## src/rtl/auth_pkg.sv

```systemverilog
package auth_pkg;

    typedef enum logic [3:0] {
        ST_IDLE,
        ST_BUSRST,
        ST_SKIPADR,
        ST_CHALCMD,
        ST_CHALDAT,
        ST_MACCMD,
        ST_PUWAIT,
        ST_PULLUP,
        ST_ZEROS,
        ST_MACRD,
        ST_JUDGE,
        ST_CLOSE
    } seq_state_e;

    typedef enum logic [1:0] {
        OP_RESET = 2'd0,
        OP_WRITE = 2'd1,
        OP_READ  = 2'd2
    } bus_op_e;

    typedef enum logic [1:0] {
        RES_NONE,
        RES_PASS,
        RES_FAIL
    } verdict_e;

    localparam logic [7:0] BYTE_SKIPADR = 8'hCC;
    localparam logic [7:0] BYTE_CHALCMD = 8'h0C;
    localparam logic [7:0] BYTE_MACCMD  = 8'h36;
    localparam logic [7:0] BYTE_ZEROS   = 8'h00;

endpackage

```

## src/rtl/auth_step_counter.sv

```systemverilog
module auth_step_counter #(
    parameter int W = 5
) (
    input  logic         clk,
    input  logic         rst_n,
    input  logic         clr,
    input  logic         inc,
    output logic [W-1:0] value
);
    always_ff @(posedge clk or negedge rst_n) begin
        if (!rst_n)   value <= '0;
        else if (clr) value <= '0;
        else if (inc) value <= value + W'(1);
    end
endmodule

```

## src/rtl/auth_mac_cmp.sv

```systemverilog
module auth_mac_cmp #(
    parameter int BYTES = 20,
    parameter int IDX_W = 5
) (
    input  logic               clk,
    input  logic               rst_n,
    input  logic               clr,
    input  logic               en,
    input  logic [IDX_W-1:0]   idx,
    input  logic [7:0]         rx,
    input  logic [BYTES*8-1:0] expected,
    output logic               mismatch
);
    logic [7:0] want;
    assign want = expected[int'(idx)*8 +: 8];

    always_ff @(posedge clk or negedge rst_n) begin
        if (!rst_n)   mismatch <= 1'b0;
        else if (clr) mismatch <= 1'b0;
        else if (en)  mismatch <= mismatch | (rx != want);
    end
endmodule

```

## src/rtl/auth_status.sv

```systemverilog
module auth_status
    import auth_pkg::*;
#(
    parameter int BLINK_HALF = 16
) (
    input  logic     clk,
    input  logic     rst_n,
    input  verdict_e verdict,
    input  logic     blink_en,
    output logic     pass_pull,
    output logic     fail_pull
);
    localparam int CW = $clog2(BLINK_HALF) + 1;

    logic [CW-1:0] tick;
    logic          phase;

    always_ff @(posedge clk or negedge rst_n) begin
        if (!rst_n) begin
            tick  <= '0;
            phase <= 1'b1;
        end else if (verdict != RES_FAIL) begin
            tick  <= '0;
            phase <= 1'b1;
        end else if (tick == CW'(BLINK_HALF - 1)) begin
            tick  <= '0;
            phase <= ~phase;
        end else begin
            tick  <= tick + CW'(1);
        end
    end

    assign pass_pull = (verdict == RES_PASS);
    assign fail_pull = (verdict == RES_FAIL) && (!blink_en || phase);
endmodule

```

## src/rtl/auth_sequencer.sv

```systemverilog
module auth_sequencer
    import auth_pkg::*;
#(
    parameter int CHAL_BYTES = 8,
    parameter int MAC_BYTES  = 20,
    parameter int SPU_DLY    = 4,
    parameter int SPU_LEN    = 40,
    parameter int BLINK_HALF = 16
) (
    input  logic                    clk,
    input  logic                    rst_n,
    input  logic                    start,
    input  logic                    abort,
    input  logic [CHAL_BYTES*8-1:0] cfg_challenge,
    input  logic [MAC_BYTES*8-1:0]  cfg_mac,
    input  logic [1:0]              cfg_tries,
    input  logic                    cfg_fail_blink,
    output logic                    bm_req,
    output logic [1:0]              bm_op,
    output logic [7:0]              bm_wdata,
    output logic                    bm_spu,
    input  logic                    bm_ack,
    input  logic [7:0]              bm_rdata,
    input  logic                    bm_presence,
    output logic                    busy,
    output logic                    pass_pull,
    output logic                    fail_pull
);
    localparam int IDX_W   = $clog2(MAC_BYTES > CHAL_BYTES ? MAC_BYTES : CHAL_BYTES);
    localparam int TMAX    = SPU_DLY > SPU_LEN ? SPU_DLY : SPU_LEN;
    localparam int TMR_W   = $clog2(TMAX) + 1;

    seq_state_e state_q, state_d;
    verdict_e   verdict_q, verdict_d;
    logic [2:0] att_q, att_d, att_last;

    logic             idx_clr, idx_inc, tmr_clr, tmr_inc, cmp_clr, cmp_en;
    logic [IDX_W-1:0] idx;
    logic [TMR_W-1:0] tmr;
    logic             mismatch;

    auth_step_counter #(.W(IDX_W)) u_idx (
        .clk(clk), .rst_n(rst_n), .clr(idx_clr), .inc(idx_inc), .value(idx)
    );

    auth_step_counter #(.W(TMR_W)) u_tmr (
        .clk(clk), .rst_n(rst_n), .clr(tmr_clr), .inc(tmr_inc), .value(tmr)
    );

    auth_mac_cmp #(.BYTES(MAC_BYTES), .IDX_W(IDX_W)) u_cmp (
        .clk(clk), .rst_n(rst_n), .clr(cmp_clr), .en(cmp_en), .idx(idx),
        .rx(bm_rdata), .expected(cfg_mac), .mismatch(mismatch)
    );

    auth_status #(.BLINK_HALF(BLINK_HALF)) u_status (
        .clk(clk), .rst_n(rst_n), .verdict(verdict_q), .blink_en(cfg_fail_blink),
        .pass_pull(pass_pull), .fail_pull(fail_pull)
    );

    always_comb begin
        unique case (cfg_tries)
            2'd0: att_last = 3'd0;
            2'd1: att_last = 3'd1;
            2'd2: att_last = 3'd3;
            default: att_last = 3'd7;
        endcase
    end

    // State register
    always_ff @(posedge clk or negedge rst_n) begin
        if (!rst_n) begin
            state_q   <= ST_IDLE;
            verdict_q <= RES_NONE;
            att_q     <= '0;
        end else begin
            state_q   <= state_d;
            verdict_q <= verdict_d;
            att_q     <= att_d;
        end
    end

    // Next state and counter control
    always_comb begin
        state_d   = state_q;
        verdict_d = verdict_q;
        att_d     = att_q;
        idx_clr   = 1'b0;
        idx_inc   = 1'b0;
        tmr_clr   = 1'b0;
        tmr_inc   = 1'b0;
        cmp_clr   = 1'b0;
        cmp_en    = 1'b0;
        if (abort) begin
            state_d   = ST_IDLE;
            verdict_d = RES_NONE;
        end else begin
            unique case (state_q)
                ST_IDLE: if (start) begin
                    state_d   = ST_BUSRST;
                    verdict_d = RES_NONE;
                    att_d     = '0;
                end
                ST_BUSRST: if (bm_ack) begin
                    state_d = bm_presence ? ST_SKIPADR : ST_IDLE;
                end
                ST_SKIPADR: if (bm_ack) state_d = ST_CHALCMD;
                ST_CHALCMD: if (bm_ack) begin
                    state_d = ST_CHALDAT;
                    idx_clr = 1'b1;
                end
                ST_CHALDAT: if (bm_ack) begin
                    if (idx == IDX_W'(CHAL_BYTES - 1)) begin
                        state_d = ST_MACCMD;
                        idx_clr = 1'b1;
                    end else begin
                        idx_inc = 1'b1;
                    end
                end
                ST_MACCMD: if (bm_ack) begin
                    state_d = ST_PUWAIT;
                    tmr_clr = 1'b1;
                end
                ST_PUWAIT: begin
                    if (tmr == TMR_W'(SPU_DLY - 1)) begin
                        state_d = ST_PULLUP;
                        tmr_clr = 1'b1;
                    end else begin
                        tmr_inc = 1'b1;
                    end
                end
                ST_PULLUP: begin
                    if (tmr == TMR_W'(SPU_LEN - 1)) begin
                        state_d = ST_ZEROS;
                        tmr_clr = 1'b1;
                    end else begin
                        tmr_inc = 1'b1;
                    end
                end
                ST_ZEROS: if (bm_ack) begin
                    state_d = ST_MACRD;
                    idx_clr = 1'b1;
                    cmp_clr = 1'b1;
                end
                ST_MACRD: if (bm_ack) begin
                    cmp_en = 1'b1;
                    if (idx == IDX_W'(MAC_BYTES - 1)) begin
                        state_d = ST_JUDGE;
                        idx_clr = 1'b1;
                    end else begin
                        idx_inc = 1'b1;
                    end
                end
                ST_JUDGE: begin
                    if (!mismatch || att_q == att_last) begin
                        state_d = ST_CLOSE;
                    end else begin
                        att_d   = att_q + 3'd1;
                        state_d = ST_BUSRST;
                    end
                end
                ST_CLOSE: if (bm_ack) begin
                    state_d = ST_IDLE;
                    if (!bm_presence) verdict_d = RES_NONE;
                    else if (mismatch) verdict_d = RES_FAIL;
                    else verdict_d = RES_PASS;
                end
                default: state_d = ST_IDLE;
            endcase
        end
    end

    // Outputs
    always_comb begin
        bm_req   = 1'b0;
        bm_op    = OP_WRITE;
        bm_wdata = BYTE_ZEROS;
        bm_spu   = 1'b0;
        busy     = (state_q != ST_IDLE);
        unique case (state_q)
            ST_BUSRST, ST_CLOSE: begin
                bm_req = 1'b1;
                bm_op  = OP_RESET;
            end
            ST_SKIPADR: begin
                bm_req   = 1'b1;
                bm_wdata = BYTE_SKIPADR;
            end
            ST_CHALCMD: begin
                bm_req   = 1'b1;
                bm_wdata = BYTE_CHALCMD;
            end
            ST_CHALDAT: begin
                bm_req   = 1'b1;
                bm_wdata = cfg_challenge[int'(idx)*8 +: 8];
            end
            ST_MACCMD: begin
                bm_req   = 1'b1;
                bm_wdata = BYTE_MACCMD;
            end
            ST_ZEROS: begin
                bm_req   = 1'b1;
                bm_wdata = BYTE_ZEROS;
            end
            ST_MACRD: begin
                bm_req = 1'b1;
                bm_op  = OP_READ;
            end
            ST_PULLUP: bm_spu = 1'b1;
            default: ;
        endcase
    end
endmodule

```

## config.mk

```make
export PLATFORM = sky130hd
export DESIGN_NAME = auth_sequencer
export DESIGN_NICKNAME = d
export VERILOG_FILES = /design/src/rtl/auth_pkg.sv /design/src/rtl/auth_step_counter.sv /design/src/rtl/auth_mac_cmp.sv /design/src/rtl/auth_status.sv /design/src/rtl/auth_sequencer.sv
export SDC_FILE = /design/constraint.sdc
export NUM_CORES = 1
export LEC_CHECK = 0
export BUFFER_PORTS_ARGS = -buffer_cell sky130_fd_sc_hd__buf_2
export CAP_MARGIN = 25
export CORE_MARGIN = 8
export CORE_UTILIZATION = 43
export DETAILED_ROUTE_END_ITERATION = 8
export PLACE_DENSITY = 0.85
export SLEW_MARGIN = 30
export SYNTH_ARGS = -nofsm -noshare
export SYNTH_HDL_FRONTEND = slang
export SYNTH_SLANG_ARGS = --single-unit
```

## constraint.sdc

```tcl
create_clock -name clk -period 3.05 [get_ports clk]
set_clock_uncertainty 0.1 [all_clocks]
set_input_delay 0.61 -clock clk [delete_from_list [all_inputs] [get_ports clk]]
set_output_delay 0.61 -clock clk [all_outputs]
set_load 0.05 [all_outputs]
```

==> flow_summary.ini <==
[worst_setup_path]
crit_buf_inv = 1
worst_path_max_delay_cell = sky130_fd_sc_hd__or4_4
cp-end-kind = output pin
criticalPathCategory = reg2out
cp_top_family = simple AND/OR/NAND/NOR gates
arrival_ns = 2.22
timing.critical_path.from_type = flop
critical_path.max_stage_delay_ns = 0.60
crit_path_cell_trace = or2_2 > or4_4 > o22ai_2 > buf_2
critical_path_required_ns = 2.34
critical_path_peak_fanout = 8

[logic_synthesis]
synth_area_in_xor_xnor_pct = 4.95
synth_ff_type = sky130_fd_sc_hd__dfrtp_1
synth_simple_gate_area_share_pct = 16.8
synth-edff-count = 0
ys_seq_elements = 28
synth_adder_area_share_pct = 1.35
synth.mux.area_fraction_pct = 42.4
synth_warnings = 0
synth_cells = 356
largest_family_of_logic_cells_by_synthesized_area = multiplexers
synthesis.nets = 601
synth.avg_cell_area_um2 = 10.4
synth_area_mm2 = 0.00371
async_reset_ff_share_pct = 100
yosysUniqueCellTypes = 55
synth_seq_area_share_pct = 18.9
synth_compound_gate_area_share_pct = 10.6

[clock_tree]
cts_tree = built
cts_num_sinks = 28
clk-insertion-delay-late_ns = 0.28
clkTransAtPathRegs_ns = 0.10
cts-root-buf = sky130_fd_sc_hd__clkbuf_8
cts_made_buffers = 3
ctsLongestPathBuffers = 2
htreeDepth = 1
cts_hold_repair.buffers = 0

[sta]
report.final.slew_viol_count = 0
final-hold-violation-count = 0
setup_ws_ns = 0.119
worst_slew_margin_rel_pct = 45.2
fin_crit_ns = 2.93
rsz0062_at_grt = false
report.final.setup_viol = 0
max_freq_mhz = 341
timing_worst_slew_pin_value_ns = 0.816
period_share_pct = 96.1
fin_setup_tns_ns = 0

[cells_and_area]
synthToLayoutAreaGrowth_pct = 42.9
layout-drive-gt1-share_pct = 56.6
filler_cell_count = 702
finalNetCount = 856
final-instance-count-excl-fill = 721
design_area_mm2 = 0.00530
multiInputGateArea_mm2 = 0.00286
final-seq-area_um2 = 711

[global_route]
grt_pass1_vias = 4471
grt_pass1_wl_um = 23500
antenna_found_initial = 4
maximum_number_of_pins_on_one_net_before_global_route_repair = 29
grt_overflow = 0
track_usage_pct = 25.1

[placed_design]
io_buffers = 255
post-place-cells = 712
dp_worst_setup_slack_ns = 0.254
place_area_mm2 = 0.00520
place_hpwl_um = 13500
routabilityCongestion = 0.918

[route]
via_per_inst = 5.77
routedWlPerCell_um = 21.6
route.antenna.remaining_nets = 0
detail_route.wirelength_um = 15600
drc = 0
vias = 4160
drt_pre_antenna_iters = 4
drt-initial-drc-count = 241

[outcome]
outcome = finished clean

[die]
die_height_um = 109
die_w_um = 109
floorplan.initialDensity_pct = 43.4
die-area_mm2 = 0.0119
num_io_pins = 256
std_cell_rows = 34
core_area_mm2 = 0.00855

[power_and_ir_drop]
power.static_leakage_nw = 2.47
ir_drop_v = 0.000235
power_density_mw_per_mm2 = 475
power_total_mw = 2.52

[flow_run]
max_cap_violations = 0

[worst_hold_path]
hp-class = in2async
## Yosys cell counts, drive strengths merged (3+ instances only)
cell type  count  area, um^2
clkbuf        12        45.0
dfrtp         27         676
a211oi         6        50.1
a21oi         14        70.1
xnor2         13         114
o21ai          8        40.0
nor3           8        45.0
mux4          55        1290
buf           17         109
nor2          45         169
nand2         21        78.8
or3            3        18.8
nand3          8        40.0
o22ai          8        50.1
nor2b          9        56.3
xor2           8        70.1
mux2i         26         260
inv            9        33.8
and3           3        18.8
ha             4        50.1
nand4          5        31.3
nand2b        12        75.1
## cell type report
type                            count  area share [%]
Tap cell                          108            2.55
Antenna cell                        3           0.142
Clock inverter                      1           0.566
Clock buffer                        3           0.778
Multi-Input combinational cell    290            54.0
Inverter                            9           0.637
Sequential cell                    28            13.4
Timing Repair Buffer              279            27.9
## metrics by stage
stage | utilization [%] | hold slack (ns)
4_1_cts | 61.7 | 0.256
5_1_grt | 62.0 | 0.295
3_3_place_gp | 60.8 | 0.348
6_report | 62.0 | 0.237
2_1_floorplan | - | 0.214
3_5_place_dp | 60.8 | 0.355
## cell usage in the layout, fill, tap and decap left out, types with 12 or more instances in the layout
cell	count
sky130_fd_sc_hd__a21oi_1	14
sky130_fd_sc_hd__buf_2	255
sky130_fd_sc_hd__buf_4	22
sky130_fd_sc_hd__dfrtp_1	24
sky130_fd_sc_hd__mux2i_1	26
sky130_fd_sc_hd__mux4_1	13
sky130_fd_sc_hd__mux4_2	42
sky130_fd_sc_hd__nand2_1	21
sky130_fd_sc_hd__nand2b_1	12
sky130_fd_sc_hd__nor2_1	44
sky130_fd_sc_hd__xnor2_1	13
## layer usage
metal	part of all wire (%)	global-route usage [%]
met1	36	28.6
met2	52	44.0
met3	8.1	7.92
met4	3.0	7.43
met5	0.12	0
## registers in the layout (all words and copies together), names as in the netlist
signal          flops
att_q               3
state_q             4
u_cmp.mismatch      1
u_idx.value         5
u_status.phase      1
u_status.tick       5
u_tmr.value         7
verdict_q           2
## final timing paths
path                                   from                to  slack, ns  cells after the start
setup reg to reg             u_idx.value[1]    u_cmp.mismatch       0.37                      8
min in group clk           u_status.tick[0]  u_status.tick[0]       0.37                      1
setup / recovery             u_idx.value[3]       bm_wdata[2]       0.12                      4
hold reg to reg            u_status.tick[0]  u_status.tick[0]       0.37                      1
hold / removal                        rst_n          att_q[2]       0.24                      1
max in group asynchronous             rst_n    u_idx.value[0]       2.13                      1
## kinds of logic (layout without fill, tap and decap cells)
family / Yosys count / after routing
other: 0 / 3
AOI/OAI and AO/OA: 56 / 56
xor gates and xnor gates: 21 / 21
DFF: 28 / 28
adders and majority gates: 4 / 4
buffers and inverters: 38 / 292
muxes: 83 / 83
and+or+nand+nor: 126 / 126
## timing repair
action | in CTS | in global routing
setup buffers | 0 | 2
endpoints found under the setup margin | 4 | 2
resized for setup | 2 | 1
## power breakdown
part           switching, mW  internal (mW)  total [mW]  leakage, nW
combinational          0.820          0.944        1.76         2.06
clock                  0.117          0.176       0.293       0.0357
sequential            0.0561          0.406       0.462        0.374
Note: power is estimated with default switching activity, not from simulation.
